## src/rtl/monres_pkg.sv

```systemverilog
package monres_pkg;

  localparam int MSQ_W   = 20;
  localparam int PEAK_W  = 13;
  localparam int THR_W   = 13;
  localparam int FRAME_W = 2 * (MSQ_W + PEAK_W + THR_W);
  localparam int LEN_W   = $clog2(FRAME_W + 1);
  localparam int HALF_MAX = 4;
  localparam int DCNT_W  = $clog2(HALF_MAX);

  typedef struct packed {
    logic [MSQ_W-1:0]  msq_a;
    logic [MSQ_W-1:0]  msq_b;
    logic [PEAK_W-1:0] peak_a;
    logic [PEAK_W-1:0] peak_b;
    logic [THR_W-1:0]  thr_a;
    logic [THR_W-1:0]  thr_b;
  } res_set_t;

  typedef enum logic [1:0] {
    FR_IDLE = 2'd0,
    FR_SYNC = 2'd1,
    FR_DATA = 2'd2
  } fr_state_e;

  // input clock cycles per serial clock half period
  function automatic logic [DCNT_W:0] half_cycles(input logic [1:0] code);
    case (code)
      2'b10:   half_cycles = (DCNT_W+1)'(2);
      2'b11:   half_cycles = (DCNT_W+1)'(4);
      default: half_cycles = (DCNT_W+1)'(1);
    endcase
  endfunction

endpackage

```

## src/rtl/monres_sclk_gen.sv

```systemverilog
module monres_sclk_gen
  import monres_pkg::*;
(
  input  logic       clk,
  input  logic       rst_n,
  input  logic       run,
  input  logic [1:0] div_sel,
  output logic       sclk,
  output logic       fall_stb
);

  logic [DCNT_W-1:0] cnt_q;
  logic              sclk_q;
  logic [DCNT_W:0]   half;
  logic              toggle;

  assign half     = half_cycles(div_sel);
  assign toggle   = run && ({1'b0, cnt_q} >= (half - 1'b1));
  assign fall_stb = toggle && sclk_q;
  assign sclk     = sclk_q;

  always_ff @(posedge clk or negedge rst_n) begin
    if (!rst_n) begin
      cnt_q  <= '0;
      sclk_q <= 1'b0;
    end else if (!run) begin
      cnt_q  <= '0;
      sclk_q <= 1'b0;
    end else if (toggle) begin
      cnt_q  <= '0;
      sclk_q <= ~sclk_q;
    end else begin
      cnt_q  <= cnt_q + 1'b1;
    end
  end

  // clock parks low as soon as it is not allowed to run
  assert_park_low_R2: assert property (@(posedge clk) disable iff (!rst_n)
    !run |=> !sclk_q);

  // at the fastest divide the clock changes on every cycle while running
  assert_fast_toggle_R1: assert property (@(posedge clk) disable iff (!rst_n)
    (run && div_sel[1] == 1'b0) |=> (sclk_q != $past(sclk_q)));

endmodule

```

## src/rtl/monres_pend_hold.sv

```systemverilog
module monres_pend_hold
  import monres_pkg::*;
(
  input  logic     clk,
  input  logic     rst_n,
  input  logic     port_en,
  input  logic     in_valid,
  input  res_set_t in_set,
  input  logic     take,
  output logic     pend,
  output res_set_t held_set
);

  logic     pend_q;
  res_set_t set_q;

  always_ff @(posedge clk or negedge rst_n) begin
    if (!rst_n) begin
      pend_q <= 1'b0;
      set_q  <= '0;
    end else if (!port_en) begin
      pend_q <= 1'b0;
    end else if (in_valid) begin
      // newest set wins, even when the old one is consumed this cycle
      pend_q <= 1'b1;
      set_q  <= in_set;
    end else if (take) begin
      pend_q <= 1'b0;
    end
  end

  assign pend     = pend_q;
  assign held_set = set_q;

  assert_keep_latest_R7: assert property (@(posedge clk) disable iff (!rst_n)
    (port_en && in_valid) |=> (pend_q && set_q == $past(in_set)));

  assert_same_cycle_R10: assert property (@(posedge clk) disable iff (!rst_n)
    (port_en && in_valid && take) |=> pend_q);

  assert_drop_when_off_R4: assert property (@(posedge clk) disable iff (!rst_n)
    !port_en |=> !pend_q);

endmodule

```

## src/rtl/monres_framer.sv

```systemverilog
module monres_framer
  import monres_pkg::*;
(
  input  logic     clk,
  input  logic     rst_n,
  input  logic     port_en,
  input  logic     fall_stb,
  input  logic     pend,
  input  res_set_t held_set,
  input  logic     en_msq,
  input  logic     en_peak,
  input  logic     en_thr,
  output logic     take,
  output logic     busy,
  output logic     fsync,
  output logic     sdata
);

  typedef logic [FRAME_W-1:0] frame_t;

  fr_state_e        st_q;
  frame_t           sh_q;
  logic [LEN_W-1:0] left_q;
  logic             fs_q;
  logic             sd_q;

  frame_t           acc;
  frame_t           packed_frame;
  logic [LEN_W-1:0] len;
  logic             any_en;
  logic             boundary;
  logic             start;

  assign any_en = en_msq || en_peak || en_thr;

  // right-aligned concatenation of enabled words, then aligned to the MSB
  always_comb begin
    acc = '0;
    len = '0;
    if (en_msq) begin
      acc = (acc << MSQ_W) | FRAME_W'(held_set.msq_a);
      acc = (acc << MSQ_W) | FRAME_W'(held_set.msq_b);
      len = len + LEN_W'(2 * MSQ_W);
    end
    if (en_peak) begin
      acc = (acc << PEAK_W) | FRAME_W'(held_set.peak_a);
      acc = (acc << PEAK_W) | FRAME_W'(held_set.peak_b);
      len = len + LEN_W'(2 * PEAK_W);
    end
    if (en_thr) begin
      acc = (acc << THR_W) | FRAME_W'(held_set.thr_a);
      acc = (acc << THR_W) | FRAME_W'(held_set.thr_b);
      len = len + LEN_W'(2 * THR_W);
    end
    packed_frame = acc << (LEN_W'(FRAME_W) - len);
  end

  assign boundary = (st_q == FR_IDLE) || (st_q == FR_DATA && left_q == '0);
  assign take     = fall_stb && boundary && pend;
  assign start    = take && any_en;
  assign busy     = (st_q != FR_IDLE);
  assign fsync    = fs_q;
  assign sdata    = sd_q;

  always_ff @(posedge clk or negedge rst_n) begin
    if (!rst_n) begin
      st_q   <= FR_IDLE;
      sh_q   <= '0;
      left_q <= '0;
      fs_q   <= 1'b0;
      sd_q   <= 1'b0;
    end else if (!port_en) begin
      st_q   <= FR_IDLE;
      left_q <= '0;
      fs_q   <= 1'b0;
      sd_q   <= 1'b0;
    end else if (fall_stb) begin
      if (boundary) begin
        if (start) begin
          st_q   <= FR_SYNC;
          fs_q   <= 1'b1;
          sd_q   <= 1'b0;
          sh_q   <= packed_frame;
          left_q <= len - 1'b1;
        end else begin
          st_q   <= FR_IDLE;
          fs_q   <= 1'b0;
          sd_q   <= 1'b0;
        end
      end else if (st_q == FR_SYNC) begin
        st_q <= FR_DATA;
        fs_q <= 1'b0;
        sd_q <= sh_q[FRAME_W-1];
        sh_q <= {sh_q[FRAME_W-2:0], 1'b0};
      end else begin
        sd_q   <= sh_q[FRAME_W-1];
        sh_q   <= {sh_q[FRAME_W-2:0], 1'b0};
        left_q <= left_q - 1'b1;
      end
    end
  end

  assert_sync_one_period_R5: assert property (@(posedge clk) disable iff (!rst_n)
    (port_en && fs_q && fall_stb) |=> !fs_q);

  assert_start_needs_word_R8: assert property (@(posedge clk) disable iff (!rst_n)
    $rose(fs_q) |-> $past(any_en));

  assert_change_on_fall_R6: assert property (@(posedge clk) disable iff (!rst_n)
    (port_en && !fall_stb) |=> ($stable(sd_q) && $stable(fs_q)));

endmodule

```

## src/rtl/monres_serial_tx.sv

```systemverilog
module monres_serial_tx
  import monres_pkg::*;
(
  input  logic              clk,
  input  logic              rst_n,
  input  logic              port_en,
  input  logic              en_msq,
  input  logic              en_peak,
  input  logic              en_thr,
  input  logic [1:0]        div_sel,
  input  logic              sleep_en,
  input  logic              res_valid,
  input  logic [MSQ_W-1:0]  msq_a,
  input  logic [MSQ_W-1:0]  msq_b,
  input  logic [PEAK_W-1:0] peak_a,
  input  logic [PEAK_W-1:0] peak_b,
  input  logic [THR_W-1:0]  thr_a,
  input  logic [THR_W-1:0]  thr_b,
  output logic              ser_clk,
  output logic              ser_sync,
  output logic              ser_data
);

  res_set_t in_set;
  res_set_t held_set;
  logic     pend;
  logic     take;
  logic     busy;
  logic     run;
  logic     fall_stb;

  assign in_set = '{msq_a: msq_a, msq_b: msq_b, peak_a: peak_a,
                    peak_b: peak_b, thr_a: thr_a, thr_b: thr_b};

  assign run = port_en && (!sleep_en || busy || pend);

  monres_sclk_gen u_sclk (
    .clk      (clk),
    .rst_n    (rst_n),
    .run      (run),
    .div_sel  (div_sel),
    .sclk     (ser_clk),
    .fall_stb (fall_stb)
  );

  monres_pend_hold u_hold (
    .clk      (clk),
    .rst_n    (rst_n),
    .port_en  (port_en),
    .in_valid (res_valid),
    .in_set   (in_set),
    .take     (take),
    .pend     (pend),
    .held_set (held_set)
  );

  monres_framer u_frame (
    .clk      (clk),
    .rst_n    (rst_n),
    .port_en  (port_en),
    .fall_stb (fall_stb),
    .pend     (pend),
    .held_set (held_set),
    .en_msq   (en_msq),
    .en_peak  (en_peak),
    .en_thr   (en_thr),
    .take     (take),
    .busy     (busy),
    .fsync    (ser_sync),
    .sdata    (ser_data)
  );

  assert_off_quiet_R4: assert property (@(posedge clk) disable iff (!rst_n)
    !port_en |=> (!ser_clk && !ser_sync && !ser_data));

  assert_idle_sleep_R2: assert property (@(posedge clk) disable iff (!rst_n)
    (sleep_en && !busy && !pend && !ser_clk) |=> !ser_clk);

endmodule

```

## config.mk

```make
export PLATFORM = sky130hd
export DESIGN_NAME = monres_serial_tx
export DESIGN_NICKNAME = d
export VERILOG_FILES = /design/src/rtl/monres_pkg.sv /design/src/rtl/monres_sclk_gen.sv /design/src/rtl/monres_pend_hold.sv /design/src/rtl/monres_framer.sv /design/src/rtl/monres_serial_tx.sv
export SDC_FILE = /design/constraint.sdc
export NUM_CORES = 1
export LEC_CHECK = 0
export BUFFER_PORTS_ARGS = -buffer_cell sky130_fd_sc_hd__buf_2
export CAP_MARGIN = 20
export CORE_MARGIN = 2
export CORE_UTILIZATION = 45
export DETAILED_ROUTE_END_ITERATION = 8
export GPL_ROUTABILITY_DRIVEN = 0
export PLACE_DENSITY = 0.69
export SLEW_MARGIN = 20
export SYNTH_ARGS = -nofsm -noshare
export SYNTH_HDL_FRONTEND = slang
export SYNTH_SLANG_ARGS = --single-unit
```

## constraint.sdc

```tcl
create_clock -name clk -period 3.6 [get_ports clk]
set_input_delay 0.18 -clock clk [delete_from_list [all_inputs] [get_ports clk]]
set_output_delay 0.18 -clock clk [all_outputs]
set_load 0.005 [all_outputs]
```

==> impl_metrics.yaml <==
timing:
  hold_viol: 0
  rsz0062_at_grt: "no"
  setup-tns-final_ns: 0
  period_minus_slack_ns: 3.310
  setup_viol: 0
  clock_skew_ns: 0.01587
  finalCritPeriodShare_pct: 91.95
  fmax_mhz: 302.1
  worst_pin_slew_ns: 1.053
  setup_slack_ns: 0.2899
  maxSlewHeadroom_pct: 27.96
  slew_violations: 0
  hold_ws_ns: 0.04892
die:
  core_mm2: 0.03463
  io-pin-count: 105
  rows: 68
  dieArea_mm2: 0.03681
  die_x_um: 191.9
  chipHeight_um: 191.9
  initial_core_util_pct: 45.86
worst_setup_path:
  r2r-start: "u_hold.held_set[89]"
  required_ns: 3.94
  endpoint_kind: "register"
  startpoint: "u_hold.held_set[89]"
  crit_arrival_ns: 3.66
  crit_path_top_delay_cell: "a2111oi_0"
  cpPeakStageDelay_ns: 0.95
  r2r_slack_ns: 0.29
  crit_type: "register to register"
  cp-start-kind: "register"
  reg2reg_to: "u_frame.sh_q[81]"
  cp_top_family: "compound AO/OA/AOI/OAI gates"
  crit_buf_inv: 0
  reg2reg_depth: 7
  cp_max_fo: 5
  crit_chain: "mux2_2 > a2111oi_0 > o21bai_1 > mux2i_1 > mux4_2 > o22ai_1 > o21ai_0"
min_path:
  hold_end: "u_frame.left_q[0]"
  min_path_type: "input pin to register"
  hp-start: "port_en"
  whs_path_depth: 3
status:
  violations: "design-rule violations"
  status: "finished with violations"
layout:
  fill_cells: 3061
  post-route-util_pct: 53.56
  drive_gt1_share_pct: 23.63
  nNetsFinal: 1939
  syn2layout_area_growth_pct: 16.79
  diodes: 0
  mostFrequentLayoutCells: "dfrtp_1, nor2_1, mux2_2"
  final_common_cell: "dfrtp_1"
detailed_routing:
  firstDrtPassIters: 9
  antenna_left: 0
  via_count: 16300
  drc: 5
  drt_iter0_drc: 2679
  wl_um: 61240
  viasPerCell: 7.111
  routedWlPerCell_um: 26.72
global_routing:
  grt_max_degree: 102
  grt_overflow: 0
  grt_use_total_pct: 33.47
  grt_pass1_wl_um: 93070
  grt_antenna_before_repair: 0
  grt_pass1_vias: 15260
synth:
  synth_area_mm2: 0.01588
  synth_cell_type_count: 78
  yosys.area.top_type_share_pct: 31.20
  synthesis.instances: 1705
  synth_top_area_cell: "dfrtp_1"
  syn_avg_cell_area_um2: 9.315
  synth-warning-count: 0
  synth-seq-cells: 198
  syn-num-nets: 1819
  synth-edff-count: 0
  synth_area_leaders: "dfrtp_1, mux2_2, mux4_2"
  synth-main-ff-cell: "dfrtp_1"
  yosysSeqAreaShare_pct: 31.20
  async_reset_ff_share_pct: 100.0
clock_tree:
  cts-root-buf: "clkbuf_16"
  clk_path_buf_depth: 2
  cts_buffers: 17
  cts_tree: "done"
  htree_levels: 4
  postCtsSetupBuffers: 0
  path_clk_slew_ns: 0.08
  clock_sinks: 198
  cts_resized: 0
  insertion_delay_ns: 0.48
power:
  total_power_mw: 8.496
  p_leak_nw: 7.599
  p_per_area_mw_per_mm2: 458.1
  peakVddDrop_mv: 0.4322
placed_design:
  dpl_worst_slack_ns: 0.05480
  place_hpwl_um: 43640
  io_buffer_count: 104
job:
  drv_cap: 0
[flip-flops by register name, indices dropped and copies added, names as in the netlist]
name and count:
u_sclk.cnt_q 2, u_hold.pend 1, u_frame.st_q 2, u_frame.sh_q 92, u_frame.sdata 1, u_hold.held_set 92, u_sclk.sclk 1, u_frame.left_q 7
[layer usage]
| metal | global-route usage (%) | share of wire (%) | up-vias |
|---|---|---|---|
| li1 | - | - | 6905 |
| met1 | 43.00 | 38 | 7752 |
| met2 | 48.39 | 42 | 1314 |
| met3 | 10.60 | 13 | 327 |
| met4 | 21.83 | 7.5 | 0 |
| met5 | 0 | 0 | - |
[tightest hold or removal path, delay by kind of cell]
kind / cells / cell delay, ns
buffers and inverters: 1 / 0.16
AND/OR/NAND/NOR: 1 / 0.07
AO/OA/AOI/OAI: 1 / 0.07
[power breakdown]
part / switching [mW] / internal [mW] / leakage (nW)
Sequential: 0.473 / 2.76 / 2.44
Clock: 0.918 / 0.939 / 0.270
Combinational: 2.01 / 1.40 / 4.89
Total: 3.40 / 5.10 / 7.60
[how the worst max path moves through the flow]
stage                     slack [ns]          endpoint  cells past startpoint
final                           0.29  u_frame.sh_q[81]                      7
after floorplan               0.0006  u_frame.sh_q[67]                     15
after CTS                       0.37  u_frame.sh_q[81]                      7
after detailed placement        0.05  u_frame.sh_q[81]                      9
after global routing            0.20  u_frame.sh_q[81]                      7
after global placement          0.10  u_frame.sh_q[81]                      9
[stage by stage]
step | instance area, um^2 | cells
after global placement | 17060 | 2167
after CTS | 18540 | 2292
after global routing | 18550 | 2292
final | 18550 | 2292
after detailed placement | 17060 | 2167
after floorplan | 15890 | 1705
[Yosys cell counts (38+ instances only)]
| cell type | instances |
|---|---|
| dfrtp_1 | 198 |
| nor2_1 | 158 |
| mux2_2 | 139 |
| nand2_1 | 130 |
| clkbuf_1 | 123 |
| a21oi_1 | 115 |
| mux2i_1 | 64 |
| a221oi_1 | 58 |
| mux4_2 | 57 |
| o21ai_0 | 54 |
| a22oi_1 | 39 |
| nand3_1 | 38 |
[final cells by class]
type / instances / area, um^2 / area share, %
timing repair buffer: 270 / 2188 / 11.80
inverter: 11 / 41.29 / 0.2226
clock buffer: 21 / 470.5 / 2.536
sequential: 198 / 4955 / 26.71
multi-input combinational: 1327 / 10250 / 55.28
tap: 455 / 569.3 / 3.069
clock inverter: 10 / 71.32 / 0.3845
[timing repair]
action	CTS	global route
hold endpoints to repair	158	0
setup endpoints to repair	0	0
hold buffers	94	0
[cells by family after synthesis]
| kind of cell | synth area share [%] |
|---|---|
| AOI/OAI and AO/OA | 23.99 |
| and+or+nand+nor | 16.12 |
| muxes | 22.59 |
| DFF | 31.20 |
| buffers and inverters | 4.617 |
| adders and majority gates | 0.9927 |
| xor gates and xnor gates | 0.4964 |
No activity file was read; power rests on OpenSTA's default activity.
